$ cat src/rtl/cmp_pkg.sv
package cmp_pkg;
  typedef enum logic [1:0] {
    CMP_OFF   = 2'd0,
    CMP_GE    = 2'd1,
    CMP_LE    = 2'd2,
    CMP_PULSE = 2'd3
  } cmp_mode_e;
endpackage

$ cat src/rtl/cmp_match.sv
// Threshold comparators and qualified reach-event detection.
module cmp_match #(
  parameter int CNT_W = 16
) (
  input  logic             clk,
  input  logic             rst_n,
  input  logic [CNT_W-1:0] count_i,
  input  logic [CNT_W-1:0] cmp_i,
  input  logic             dir_up_i,
  input  logic             main_en_i,
  input  logic             main_up_i,
  output logic             ge_o,
  output logic             le_o,
  output logic             eq_o,
  output logic             reach_o
);
  logic prev_eq_q, prev_eq_d;
  logic dir_ok;

  always_comb begin
    ge_o      = (count_i >= cmp_i);
    le_o      = (count_i <= cmp_i);
    eq_o      = (count_i == cmp_i);
    dir_ok    = ~main_en_i | (dir_up_i == main_up_i);
    reach_o   = eq_o & ~prev_eq_q & dir_ok;
    prev_eq_d = eq_o;
  end

  always_ff @(posedge clk or negedge rst_n) begin
    if (!rst_n) prev_eq_q <= 1'b0;
    else        prev_eq_q <= prev_eq_d;
  end
endmodule

$ cat src/rtl/cmp_pulse_timer.sv
// Pulse timer: prescaled down-counter plus zero-length hold latch.
module cmp_pulse_timer #(
  parameter int DUR_W    = 8,
  parameter int TICK_DIV = 4
) (
  input  logic             clk,
  input  logic             rst_n,
  input  logic             run_i,
  input  logic             start_i,
  input  logic             eq_i,
  input  logic [DUR_W-1:0] len_i,
  output logic             pulse_d_o
);
  localparam int PRE_W = (TICK_DIV > 1) ? $clog2(TICK_DIV) : 1;
  localparam logic [PRE_W-1:0] PRE_LAST = PRE_W'(TICK_DIV - 1);

  logic [DUR_W-1:0] rem_q, rem_d;
  logic [PRE_W-1:0] pre_q, pre_d;
  logic             hold_q, hold_d;
  logic             tick_en;

  always_comb begin
    rem_d   = rem_q;
    pre_d   = pre_q;
    hold_d  = hold_q;
    tick_en = (pre_q == PRE_LAST);
    if (!run_i) begin
      rem_d  = '0;
      pre_d  = '0;
      hold_d = 1'b0;
    end else if (start_i) begin
      pre_d = '0;
      if (len_i == '0) begin
        rem_d  = '0;
        hold_d = eq_i;
      end else begin
        rem_d  = len_i;
        hold_d = 1'b0;
      end
    end else begin
      hold_d = hold_q & eq_i;
      if (rem_q != '0) begin
        if (tick_en) begin
          pre_d = '0;
          rem_d = rem_q - DUR_W'(1);
        end else begin
          pre_d = pre_q + PRE_W'(1);
        end
      end
    end
    pulse_d_o = (rem_d != '0) | hold_d;
  end

  always_ff @(posedge clk or negedge rst_n) begin
    if (!rst_n) begin
      rem_q  <= '0;
      pre_q  <= '0;
      hold_q <= 1'b0;
    end else begin
      rem_q  <= rem_d;
      pre_q  <= pre_d;
      hold_q <= hold_d;
    end
  end
endmodule

$ cat src/rtl/cmp_status.sv
// Sticky status flag; every change is gated by the control enable.
module cmp_status (
  input  logic clk,
  input  logic rst_n,
  input  logic ctrl_en_i,
  input  logic hit_i,
  input  logic clr_i,
  output logic sts_o
);
  logic sts_q, sts_d;

  always_comb begin
    sts_d = sts_q;
    if (ctrl_en_i) sts_d = hit_i | (sts_q & ~clr_i);
  end

  always_ff @(posedge clk or negedge rst_n) begin
    if (!rst_n) sts_q <= 1'b0;
    else        sts_q <= sts_d;
  end

  assign sts_o = sts_q;
endmodule

$ cat src/rtl/cmp_out_unit.sv
module cmp_out_unit #(
  parameter int CNT_W    = 16,
  parameter int DUR_W    = 8,
  parameter int TICK_DIV = 4
) (
  input  logic             clk,
  input  logic             rst_n,
  input  logic [CNT_W-1:0] count_i,
  input  logic             count_up_i,
  input  logic [CNT_W-1:0] cmp_val_i,
  input  logic [1:0]       mode_i,
  input  logic [DUR_W-1:0] pulse_len_i,
  input  logic             main_dir_en_i,
  input  logic             main_dir_up_i,
  input  logic             sts_ctrl_en_i,
  input  logic             sts_clr_i,
  output logic             out_o,
  output logic             sts_o
);
  import cmp_pkg::*;

  cmp_mode_e mode;
  logic ge, le, eq, reach;
  logic pulse_run, pulse_d;
  logic hit;
  logic out_q, out_d;

  assign mode      = cmp_mode_e'(mode_i);
  assign pulse_run = (mode == CMP_PULSE);

  cmp_match #(.CNT_W(CNT_W)) u_match (
    .clk       (clk),
    .rst_n     (rst_n),
    .count_i   (count_i),
    .cmp_i     (cmp_val_i),
    .dir_up_i  (count_up_i),
    .main_en_i (main_dir_en_i),
    .main_up_i (main_dir_up_i),
    .ge_o      (ge),
    .le_o      (le),
    .eq_o      (eq),
    .reach_o   (reach)
  );

  cmp_pulse_timer #(.DUR_W(DUR_W), .TICK_DIV(TICK_DIV)) u_timer (
    .clk       (clk),
    .rst_n     (rst_n),
    .run_i     (pulse_run),
    .start_i   (reach),
    .eq_i      (eq),
    .len_i     (pulse_len_i),
    .pulse_d_o (pulse_d)
  );

  always_comb begin
    unique case (mode)
      CMP_GE:    begin out_d = ge;      hit = ge;    end
      CMP_LE:    begin out_d = le;      hit = le;    end
      CMP_PULSE: begin out_d = pulse_d; hit = reach; end
      default:   begin out_d = 1'b0;    hit = 1'b0;  end
    endcase
  end

  always_ff @(posedge clk or negedge rst_n) begin
    if (!rst_n) out_q <= 1'b0;
    else        out_q <= out_d;
  end

  cmp_status u_status (
    .clk       (clk),
    .rst_n     (rst_n),
    .ctrl_en_i (sts_ctrl_en_i),
    .hit_i     (hit),
    .clr_i     (sts_clr_i),
    .sts_o     (sts_o)
  );

  assign out_o = out_q;
endmodule

$ cat config.mk
export PLATFORM = sky130hd
export DESIGN_NAME = cmp_out_unit
export DESIGN_NICKNAME = d
export VERILOG_FILES = /design/src/rtl/cmp_pkg.sv /design/src/rtl/cmp_match.sv /design/src/rtl/cmp_pulse_timer.sv /design/src/rtl/cmp_status.sv /design/src/rtl/cmp_out_unit.sv
export SDC_FILE = /design/constraint.sdc
export NUM_CORES = 1
export LEC_CHECK = 0
export BUFFER_PORTS_ARGS = -buffer_cell sky130_fd_sc_hd__buf_2
export CAP_MARGIN = 25
export CORE_UTILIZATION = 35
export DETAILED_ROUTE_END_ITERATION = 7
export GPL_TIMING_DRIVEN = 1
export MAX_ROUTING_LAYER = met4
export PLACE_DENSITY = 0.65
export SLEW_MARGIN = 30
export SYNTH_ARGS = -nofsm -noshare
export SYNTH_HDL_FRONTEND = slang
export SYNTH_HIERARCHICAL = 1
export SYNTH_SLANG_ARGS = --single-unit
$ cat constraint.sdc
create_clock -name clk -period 2.3 [get_ports clk]
set_clock_uncertainty 0.05 [all_clocks]
set_input_delay 0.46 -clock clk [delete_from_list [all_inputs] [get_ports clk]]
set_output_delay 0.46 -clock clk [all_outputs]
set_load 0.02 [all_outputs]
==> flow_summary_export.csv, run 1 <==
group,metric,value,unit
critical_path,arrival,2.83,ns
clock_tree,cts_tree,"yes",
power,seqPwrFrac,0.349,
logic_synthesis,ys_types,48,
logic_synthesis,syn_avg_cell_area,8.89,µm²
critical_path,cpPeakStageDelay,0.32,ns
critical_path,required,2.38,ns
job,drv_cap,0,
power,powerDensity,317,nW/µm²
sta,tightest_slew,0.500,ns
logic_synthesis,synth_async_sr_flop_share,1.00,
critical_path,end_kind,"flop",
die,core,3740,µm²
drt,via_per_inst,5.08,
drt,first_iter_violations,74,
layout,drive_above_1_share,0.544,
die,die-area,4220,µm²
clock_tree,cts_buffer_depth,2,
grt,grt_max_degree,15,
layout,fin_cells,285,
status,violations,"setup timing",
sta,finalSetupViolCount,3,
die,initial_core_util,0.371,
drt,ant_nets,0,
power,ir_drop,0.000214,V
critical_path,crit_path_max_fanout,4,
layout,antennaDiodeCount,0,
logic_synthesis,synth_top_family_by_area,"simple AND/OR/NAND/NOR gates",
logic_synthesis,synthMuxAreaShare,0.0298,
die,rows,22,
critical_path,rrSetupSlack,-0.07,ns
logic_synthesis,synth.largest_area_cell,"dfrtp_1",
drt,wl_per_cell,13.4,µm
critical_path,r2r_start,"u_timer/rem_q[0]",
critical_path,ff2ff_path_depth,9,
logic_synthesis,synth-edff-count,0,
logic_synthesis,synth_fa_ha_area_frac,0.171,
critical_path,crit_type,"input pin to flop",
logic_synthesis,ys.flop_type,"dfrtp_1",
power,p_switching,0.201,mW
drt,wl,3820,µm
power,finalPower,0.727,mW
logic_synthesis,ys_ff_latch,14,
layout,areaGrowthSynthToFinish,65.3,%
power,clock_power_share,0.340,
sta,timing.final.crit_share,1.19,
logic_synthesis,synthTopCellsByArea,"dfrtp_1 (25%), ha_1 (17%), inv_1 (6.5%)",
power,p_comb_frac,0.310,
logic_synthesis,synth_compound_area_frac,0.195,
layout,utilization,0.613,
placement,dp.cells,275,
drt,drc_errors,0,
critical_path,crit_chain,"buf_6 -> ha_4 -> nand4_4 -> nor4_4 -> nand4_2 -> a211oi_4 -> nand2b_4 -> a311oi_1 -> nand3b_1 -> nor4_2 -> nand4_1 -> mux2i_1 -> o21ai_1",
logic_synthesis,synth-simple-area-share,0.256,
sta,rsz0062_at_grt,"true",
clock_tree,clkTransAtPathRegs,0.07,ns
layout,fillers,315,
logic_synthesis,yosys.area.top_type_share,0.252,
grt,grtUsageTotal,0.180,
sta,relSlewSlack,0.664,
sta,totalNegativeSetupSlack,-0.552,ns
logic_synthesis,ys_seq_area_frac,0.252,
layout,final_cell_mix,"buf_2 (37), buf_4 (24), buf_6 (16), inv_1 (15), dfrtp_1 (14)",
clock_tree,htreeDepth,1,
min_path,min_path_type,"input pin to asynchronous set/reset pin",
grt,grt_pass1_wl,5780,µm
sta,slew_viol_final,0,
status,status,"finished, violations left",
drt,dr.pass1.iters,4,
logic_synthesis,synth_area,1390,µm²
grt,antenna_found_initial,0,
logic_synthesis,synth_xor_area_frac,0.0252,
die,die-width,65.0,µm
clock_tree,insertion_delay,0.25,ns
power,power.internal,0.526,mW
critical_path,cp-start-kind,"input pin",
die,ioPinCount,51,
clock_tree,cts-root-buf,"clkbuf_8",
sta,timing.fmax,364,MHz
placement,hpwlAfterDp,2790,µm
critical_path,crit-reg2reg-capture,"out_o",
logic_synthesis,syn_inst,156,
power,power.leakage,1.11,nW
sta,worst_slack,-0.446,ns
grt,grt_overflow,0,
layout,layout_commonest_cell,"buf_2",
critical_path,critPathSlowestCell,"a211oi_4",
logic_synthesis,yosysWarnings,6,
logic_synthesis,syn_nets,224,
placement,finalWeightedCongestion,0.908,
clock_tree,clock_sinks,14,
placement,port_buffers,50,
die,die_h,65.0,µm
drt,via_count,1449,
grt,grt_pass1_vias,1390,
clock_tree,cts_buffers,3,
sta,period_needed,2.75,ns
power,p_sw_frac,0.276,
sta,finalHoldViolations,0,
layout,final_nets,306,
==> metal layers <==
metal,track usage,vias up,routed length (µm)
met5,-,-,0
met4,0.0306,0,17
met3,0.0299,3,189
met2,0.310,53,1930
met1,0.221,663,1680
li1,-,730,-
==> critical path, delay by kind of cell <==
kind / cells / cell delay, ns
multiplexers: 1 / 0.15
buffers and inverters: 1 / 0.10
adder cells (fa/ha/maj): 1 / 0.28
AO/OA/AOI/OAI: 3 / 0.44
AND/OR/NAND/NOR: 7 / 1.42
==> synth_stat cells (4+ instances only) <==
cell type  number
nor2_1          4
o21ai_1         4
o21ai_0         4
nor4b_1         4
a21oi_1        11
inv_1          24
nand2_1         9
ha_1           19
nand3_1         4
dfrtp_1        14
nand4_1         4
==> sequential cells by signal (all words and copies together) (netlist names) <==
name	count
out_o	1
u_match/prev_eq_q	1
u_status/sts_o	1
u_timer/hold_q	1
u_timer/pre_q	2
u_timer/rem_q	8
==> what timing repair did <==
| item | CTS | global route |
|---|---|---|
| setup buffers | 5 | 5 |
| gates resized for setup | 16 | 33 |
| pin swaps | 4 | 15 |
| hold buffers | 0 | 0 |
| endpoints found under the setup margin | 5 | 5 |
==> power groups by stage <==
stage | Combinational, mW | Sequential (mW) | Clock (mW)
3_5_place_dp | 0.176 | 0.259 | 0
5_1_grt | 0.252 | 0.254 | 0.264
3_3_place_gp | 0.174 | 0.259 | 0
4_1_cts | 0.188 | 0.254 | 0.255
6_report | 0.226 | 0.254 | 0.248
2_1_floorplan | 0.0791 | 0.264 | 0
==> how the worst max path moves through the flow <==
stage / start / slack [ns] / end
CTS: count_i[9] / -0.34 / out_o
detailed placement: count_i[9] / -0.66 / out_o
global route: cmp_val_i[15] / -0.62 / out_o
floorplan: cmp_val_i[8] / -0.44 / out_o
finish: count_i[13] / -0.45 / out_o
global placement: cmp_val_i[9] / -0.58 / out_o
==> kinds of logic (layout without fill, tap and decap cells) <==
| logic type | after synthesis | after routing |
|---|---|---|
| AOI/OAI and AO/OA | 38 | 38 |
| xor gates and xnor gates | 4 | 4 |
| adders and majority gates | 19 | 19 |
| buffers and inverters | 26 | 107 |
| DFF | 14 | 14 |
| muxes | 4 | 4 |
| and+or+nand+nor | 51 | 51 |
==> layout make-up <==
| type | instances | area [µm²] | share of cell area |
|---|---|---|---|
| Clock buffer | 4 | 55.1 | 0.0240 |
| Tap cell | 48 | 60.1 | 0.0262 |
| Timing Repair Buffer | 79 | 581 | 0.253 |
| Inverter | 24 | 95.1 | 0.0415 |
| Sequential cell | 14 | 350 | 0.153 |
| Multi-Input combinational cell | 116 | 1150 | 0.502 |
==> metrics by stage <==
stage / worst slack (ns) / cell area (µm²) / hold WS (ns)
2_1_floorplan: -0.441 / 1450 / 0.114
3_3_place_gp: -0.578 / 1930 / 0.334
3_5_place_dp: -0.661 / 1930 / 0.339
4_1_cts: -0.344 / 2090 / 0.0623
5_1_grt: -0.622 / 2290 / 0.0710
6_report: -0.446 / 2290 / 0.0445
No activity file was read; power rests on OpenSTA's default activity.
==> run 2: changes to the inputs <==
- CELL_PAD_IN_SITES_DETAIL_PLACEMENT: unset -> 0
- CELL_PAD_IN_SITES_GLOBAL_PLACEMENT: unset -> 1
- PLACE_DENSITY: 0.65 -> 0.83
==> run 2 against run 1 <==
Against the previous run: the flow still finishes with violations (setup timing); die area unchanged; register-to-register slack improved by 0.05 ns; via count up 0.41%; sequential share of layout area rose by 0.50 points; maximum frequency is 0.19% higher; global-route usage grew 1.1 points; wire length is 3.8% higher; clock-buffer cell count stayed put; highest routed layer unchanged.
==> flow_summary_export.csv, run 2 (synthesis gave the netlist of run 1 again) <==
group,metric,value,unit
status,status,"finished, violations left",
status,violations,"setup timing",
drt,drc_errors,0,
power,powerDensity,321,nW/µm²
job,drv_cap,0,
layout,drive_above_1_share,0.515,
die,rows,22,
clock_tree,cts_tree,"yes",
clock_tree,cts_buffers,3,
sta,finalSetupViolCount,6,
grt,grtUsageTotal,0.191,
critical_path,cp-start-kind,"input pin",
sta,period_needed,2.74,ns
drt,dr.pass1.iters,4,
layout,top_regs,"u_timer/rem_q (8), u_timer/pre_q (2)",
critical_path,critPathSlowestCell,"nor4_4",
drt,ant_nets,0,
sta,finalHoldViolations,0,
drt,via_count,1455,
min_path,min_path_type,"input pin to asynchronous set/reset pin",
drt,wl_met2,2030,µm
grt,antenna_found_initial,0,
clock_tree,htreeDepth,1,
critical_path,crit_chain,"buf_2 -> inv_2 -> ha_4 -> nand4_4 -> nor4_4 -> nand4_2 -> a211oi_4 -> buf_6 -> nand2b_1 -> o311a_1 -> nor4_2 -> nand4_1 -> mux2i_1 -> o21ai_1",
layout,final_nets,306,
drt,first_iter_violations,52,
power,finalPower,0.712,mW
layout,antennaDiodeCount,0,
critical_path,crit_buf_inv,3,
die,die-area,4220,µm²
drt,route.met3.wl,141,µm
die,initial_core_util,0.371,
layout,largest_reg_flops,8,
layout,utilization,0.593,
drt,wl_per_cell,13.9,µm
drt,highest_layer,"met4",
power,power.leakage,1.10,nW
critical_path,arrival,2.82,ns
grt,grt_pass1_vias,1458,
clock_tree,cts_buffer_depth,2,
die,ioPinCount,51,
placement,port_buffers,50,
layout,areaGrowthSynthToFinish,60.1,%
clock_tree,clock_sinks,14,
clock_tree,insertion_delay,0.24,ns
placement,hpwlAfterDp,2910,µm
grt,grt_max_degree,15,
layout,top_register,"u_timer/rem_q",
sta,slew_viol_final,0,
drt,wl,3960,µm
critical_path,end_kind,"flop",
sta,timing.final.crit_share,1.19,
die,core,3740,µm²
grt,grt_overflow,0,
critical_path,cp_top_family,"simple AND/OR/NAND/NOR gates",
sta,worst_slack,-0.440,ns
sta,rsz0062_at_grt,"true",
placement,finalWeightedCongestion,0.852,
drt,via_per_inst,5.11,
critical_path,crit_path_max_fanout,7,
die,die_h,65.0,µm
clock_tree,clkTransAtPathRegs,0.06,ns
critical_path,rrSetupSlack,-0.02,ns
clock_tree,cts-root-buf,"clkbuf_8",
sta,timing.fmax,365,MHz
layout,final_cell_mix,"buf_2 (44), buf_4 (22), inv_1 (16), dfrtp_1 (14)",
critical_path,cpPeakStageDelay,0.33,ns
critical_path,required,2.38,ns
critical_path,crit_type,"input pin to flop",
grt,grt_pass1_wl,6190,µm
layout,layout_commonest_cell,"buf_2",
sta,tightest_slew,0.434,ns
drt,wl_met1,1730,µm
power,ir_drop,0.000169,V
die,die-width,65.0,µm
sta,relSlewSlack,0.706,
run 2: cell counts in the layout (fill, tap and decap cells not counted):
No cell type changed its count.
run 2: final timing paths:
check                                 start           endpoint  cells after the start
max in group asynchronous             rst_n  u_match/prev_eq_q                      1
min in group clk              sts_ctrl_en_i     u_status/sts_o                      2
hold reg to reg              u_status/sts_o     u_status/sts_o                      1
hold / removal                        rst_n   u_timer/rem_q[2]                      1
setup reg to reg           u_timer/rem_q[1]              out_o                      9
setup / recovery              cmp_val_i[14]              out_o                     14
run 2: power by group:
group	leakage [nW]	total, mW	switching (mW)	internal [mW]
Clock	0.0288	0.244	0.0920	0.152
Combinational	0.878	0.215	0.102	0.113
Sequential	0.193	0.254	0.00251	0.251
run 2: stage by stage:
step | setup slack, ns | hold slack (ns) | instance area [µm²] | instances | setup TNS [ns]
5_1_grt | -0.579 | 0.0789 | 2220 | 285 | -1.24
4_1_cts | -0.365 | 0.0664 | 2090 | 282 | -0.365
3_5_place_dp | -0.734 | 0.332 | 1910 | 272 | -3.17
2_1_floorplan | -0.441 | 0.114 | 1450 | 156 | -0.441
6_report | -0.440 | 0.0602 | 2220 | 285 | -0.755
3_3_place_gp | -0.598 | 0.330 | 1910 | 272 | -1.94
run 2: final cells by class:
type                            count  area, µm²
Multi-Input combinational cell    116       1120
Clock buffer                        4       55.1
Fill cell                         339       1520
Inverter                           24       92.6
Sequential cell                    14        350
Tap cell                           48       60.1
Timing Repair Buffer               79        541
run 2: repair_timing:
| item | CTS | global route |
|---|---|---|
| hold buffers | 0 | 0 |
| resized for setup | 9 | 28 |
| endpoints found under the setup margin | 5 | 8 |
| setup buffers | 6 | 3 |
| gates cloned | 0 | 0 |
| pin swaps | 1 | 13 |
run 2: layer usage:
| layer | up-vias | GRT usage |
|---|---|---|
| li1 | 730 | - |
| met3 | 6 | 0.0194 |
| met4 | 0 | 0.0361 |
| met2 | 53 | 0.345 |
| met1 | 666 | 0.229 |
| met5 | - | - |
==> run 3: changes to the inputs <==
- SETUP_SLACK_MARGIN: unset -> 0.1
==> run 3 against run 2 <==
Against the previous run: the flow still finishes with violations (setup timing); critical endpoint unchanged; flip-flop and latch count unchanged; clock power about the same; critical path depth increased by 1; largest cell class unchanged.
==> flow_summary_export.csv, run 3 (synthesis gave the netlist of run 1 again) <==
group,metric,value,unit
clock_tree,clkTransAtPathRegs,0.06,ns
power,power.leakage,1.11,nW
clock_tree,cts_buffer_depth,2,
power,power.internal,0.523,mW
critical_path,end_kind,"flop",
placement,hpwlAfterDp,2950,µm
die,rows,22,
placement,place_area,1980,µm²
grt,grt_pass1_wl,6470,µm
status,violations,"setup timing",
drt,drc_errors,0,
clock_tree,cts_tree,"yes",
clock_tree,insertion_delay,0.25,ns
power,p_switching,0.204,mW
status,status,"finished, violations left",
sta,totalNegativeSetupSlack,-0.461,ns
sta,hold_slack,0.0495,ns
clock_tree,htreeDepth,1,
power,p_comb_frac,0.314,
sta,period_needed,2.72,ns
layout,top_regs,"u_timer/rem_q (8), u_timer/pre_q (2)",
grt,grt_overflow,0,
critical_path,cp-start-kind,"input pin",
die,initial_core_util,0.371,
layout,final_cell_mix,"buf_2 (42), buf_4 (29), inv_1 (15), dfrtp_1 (14)",
sta,tightest_slew,0.512,ns
power,clock_power_share,0.338,
layout,top_register,"u_timer/rem_q",
clock_tree,cts_buffers,3,
sta,timing.final.crit_share,1.18,
clock_tree,cts-root-buf,"clkbuf_8",
grt,grt_pass1_vias,1468,
sta,rsz0062_at_grt,"true",
power,seqPwrFrac,0.348,
clock_tree,clock_sinks,14,
sta,slew_viol_final,0,
job,drv_cap,0,
sta,worst_slack,-0.416,ns
power,powerDensity,315,nW/µm²
sta,finalSetupViolCount,2,
power,finalPower,0.727,mW
sta,timing.fmax,368,MHz
die,die-width,65.0,µm
power,p_sw_frac,0.281,
layout,fillers,334,
die,ioPinCount,51,
critical_path,crit_type,"input pin to flop",
drt,via_per_inst,5.06,
drt,wl_per_cell,14.0,µm
drt,dr.pass1.iters,4,
layout,final_nets,310,
power,ir_drop,0.000209,V
clock_tree,ctsHoldBuffers,0,
critical_path,arrival,2.80,ns
layout,design_area,2310,µm²
grt,grt_max_degree,15,
grt,antenna_found_initial,0,
die,die_h,65.0,µm
layout,antennaDiodeCount,0,
layout,layout_commonest_cell,"buf_2",
layout,largest_reg_flops,8,
drt,via_count,1461,
drt,first_iter_violations,49,
sta,finalHoldViolations,0,
critical_path,crit_path_max_fanout,4,
grt,grtUsageTotal,0.206,
layout,areaGrowthSynthToFinish,66.5,%
min_path,min_path_type,"input pin to asynchronous set/reset pin",
critical_path,required,2.38,ns
die,core,3740,µm²
placement,finalWeightedCongestion,0.816,
drt,ant_nets,0,
drt,wl,4060,µm
layout,drive_above_1_share,0.581,
die,die-area,4220,µm²
sta,relSlewSlack,0.656,
layout,utilization,0.617,
placement,port_buffers,50,
[run 3: cell types whose count changed in the layout (fill, tap and decap cells not counted), sizes merged]
cell / change
clkinv: +1
inv: -1
buf: +4
[run 3: final timing paths]
check                                  from                to  slack, ns  cells after the start
setup / recovery              cmp_val_i[14]             out_o      -0.42                     15
hold / removal                        rst_n  u_timer/rem_q[1]       0.05                      1
setup reg to reg           u_timer/pre_q[0]             out_o          0                      8
hold reg to reg              u_status/sts_o    u_status/sts_o       0.46                      1
max in group asynchronous             rst_n    u_timer/hold_q       1.91                      1
min in group clk              sts_ctrl_en_i    u_status/sts_o       0.42                      2
[run 3: layout make-up]
cell class | instances | area [µm²] | share of cell area
Inverter | 24 | 110 | 0.0477
Tap cell | 48 | 60.1 | 0.0260
Multi-Input combinational cell | 116 | 1160 | 0.502
Clock buffer | 4 | 55.1 | 0.0238
Timing Repair Buffer | 83 | 576 | 0.249
Sequential cell | 14 | 350 | 0.152
[run 3: repair_timing]
| item | CTS | global route |
|---|---|---|
| gates resized for setup | 21 | 22 |
| endpoints found under the hold margin | 0 | 0 |
| setup buffers | 10 | 7 |
| pin swaps | 1 | 12 |
| setup endpoints to repair | 9 | 9 |
[run 3: worst max-delay path: stages]
cell and delay (ns):
buf_8 0.07, inv_4 0.03, ha_4 0.26, nand4_4 0.12, nor4_4 0.30, nand4_2 0.16, a211oi_4 0.29, inv_2 0.10
buf_4 0.15, o21ai_0 0.23, a31oi_2 0.07, a31oi_1 0.20, nand4_1 0.13, mux2i_1 0.15, o21ai_1 0.07
[run 3: metal layers]
metal / part of all wire / track usage / up-vias / routed length (µm)
li1: - / - / 740 / -
met1: 0.44 / 0.247 / 670 / 1770
met2: 0.51 / 0.345 / 43 / 2050
met3: 0.034 / 0.0352 / 8 / 136
met4: 0.024 / 0.0694 / 0 / 98
met5: 0 / - / - / 0
[run 3: per-stage QoR]
stage	cells	setup slack, ns
2_1_floorplan	156	-0.426
5_1_grt	289	-0.594
6_report	289	-0.416
3_5_place_dp	275	-0.731
4_1_cts	288	-0.339
3_3_place_gp	275	-0.618
[run 3: power groups by stage]
stage | clock network [mW] | registers (mW) | logic, mW
finish | 0.245 | 0.253 | 0.228
global route | 0.257 | 0.253 | 0.252
CTS | 0.248 | 0.253 | 0.213
detailed placement | 0 | 0.258 | 0.182
global placement | 0 | 0.258 | 0.179
floorplan | 0 | 0.264 | 0.0840
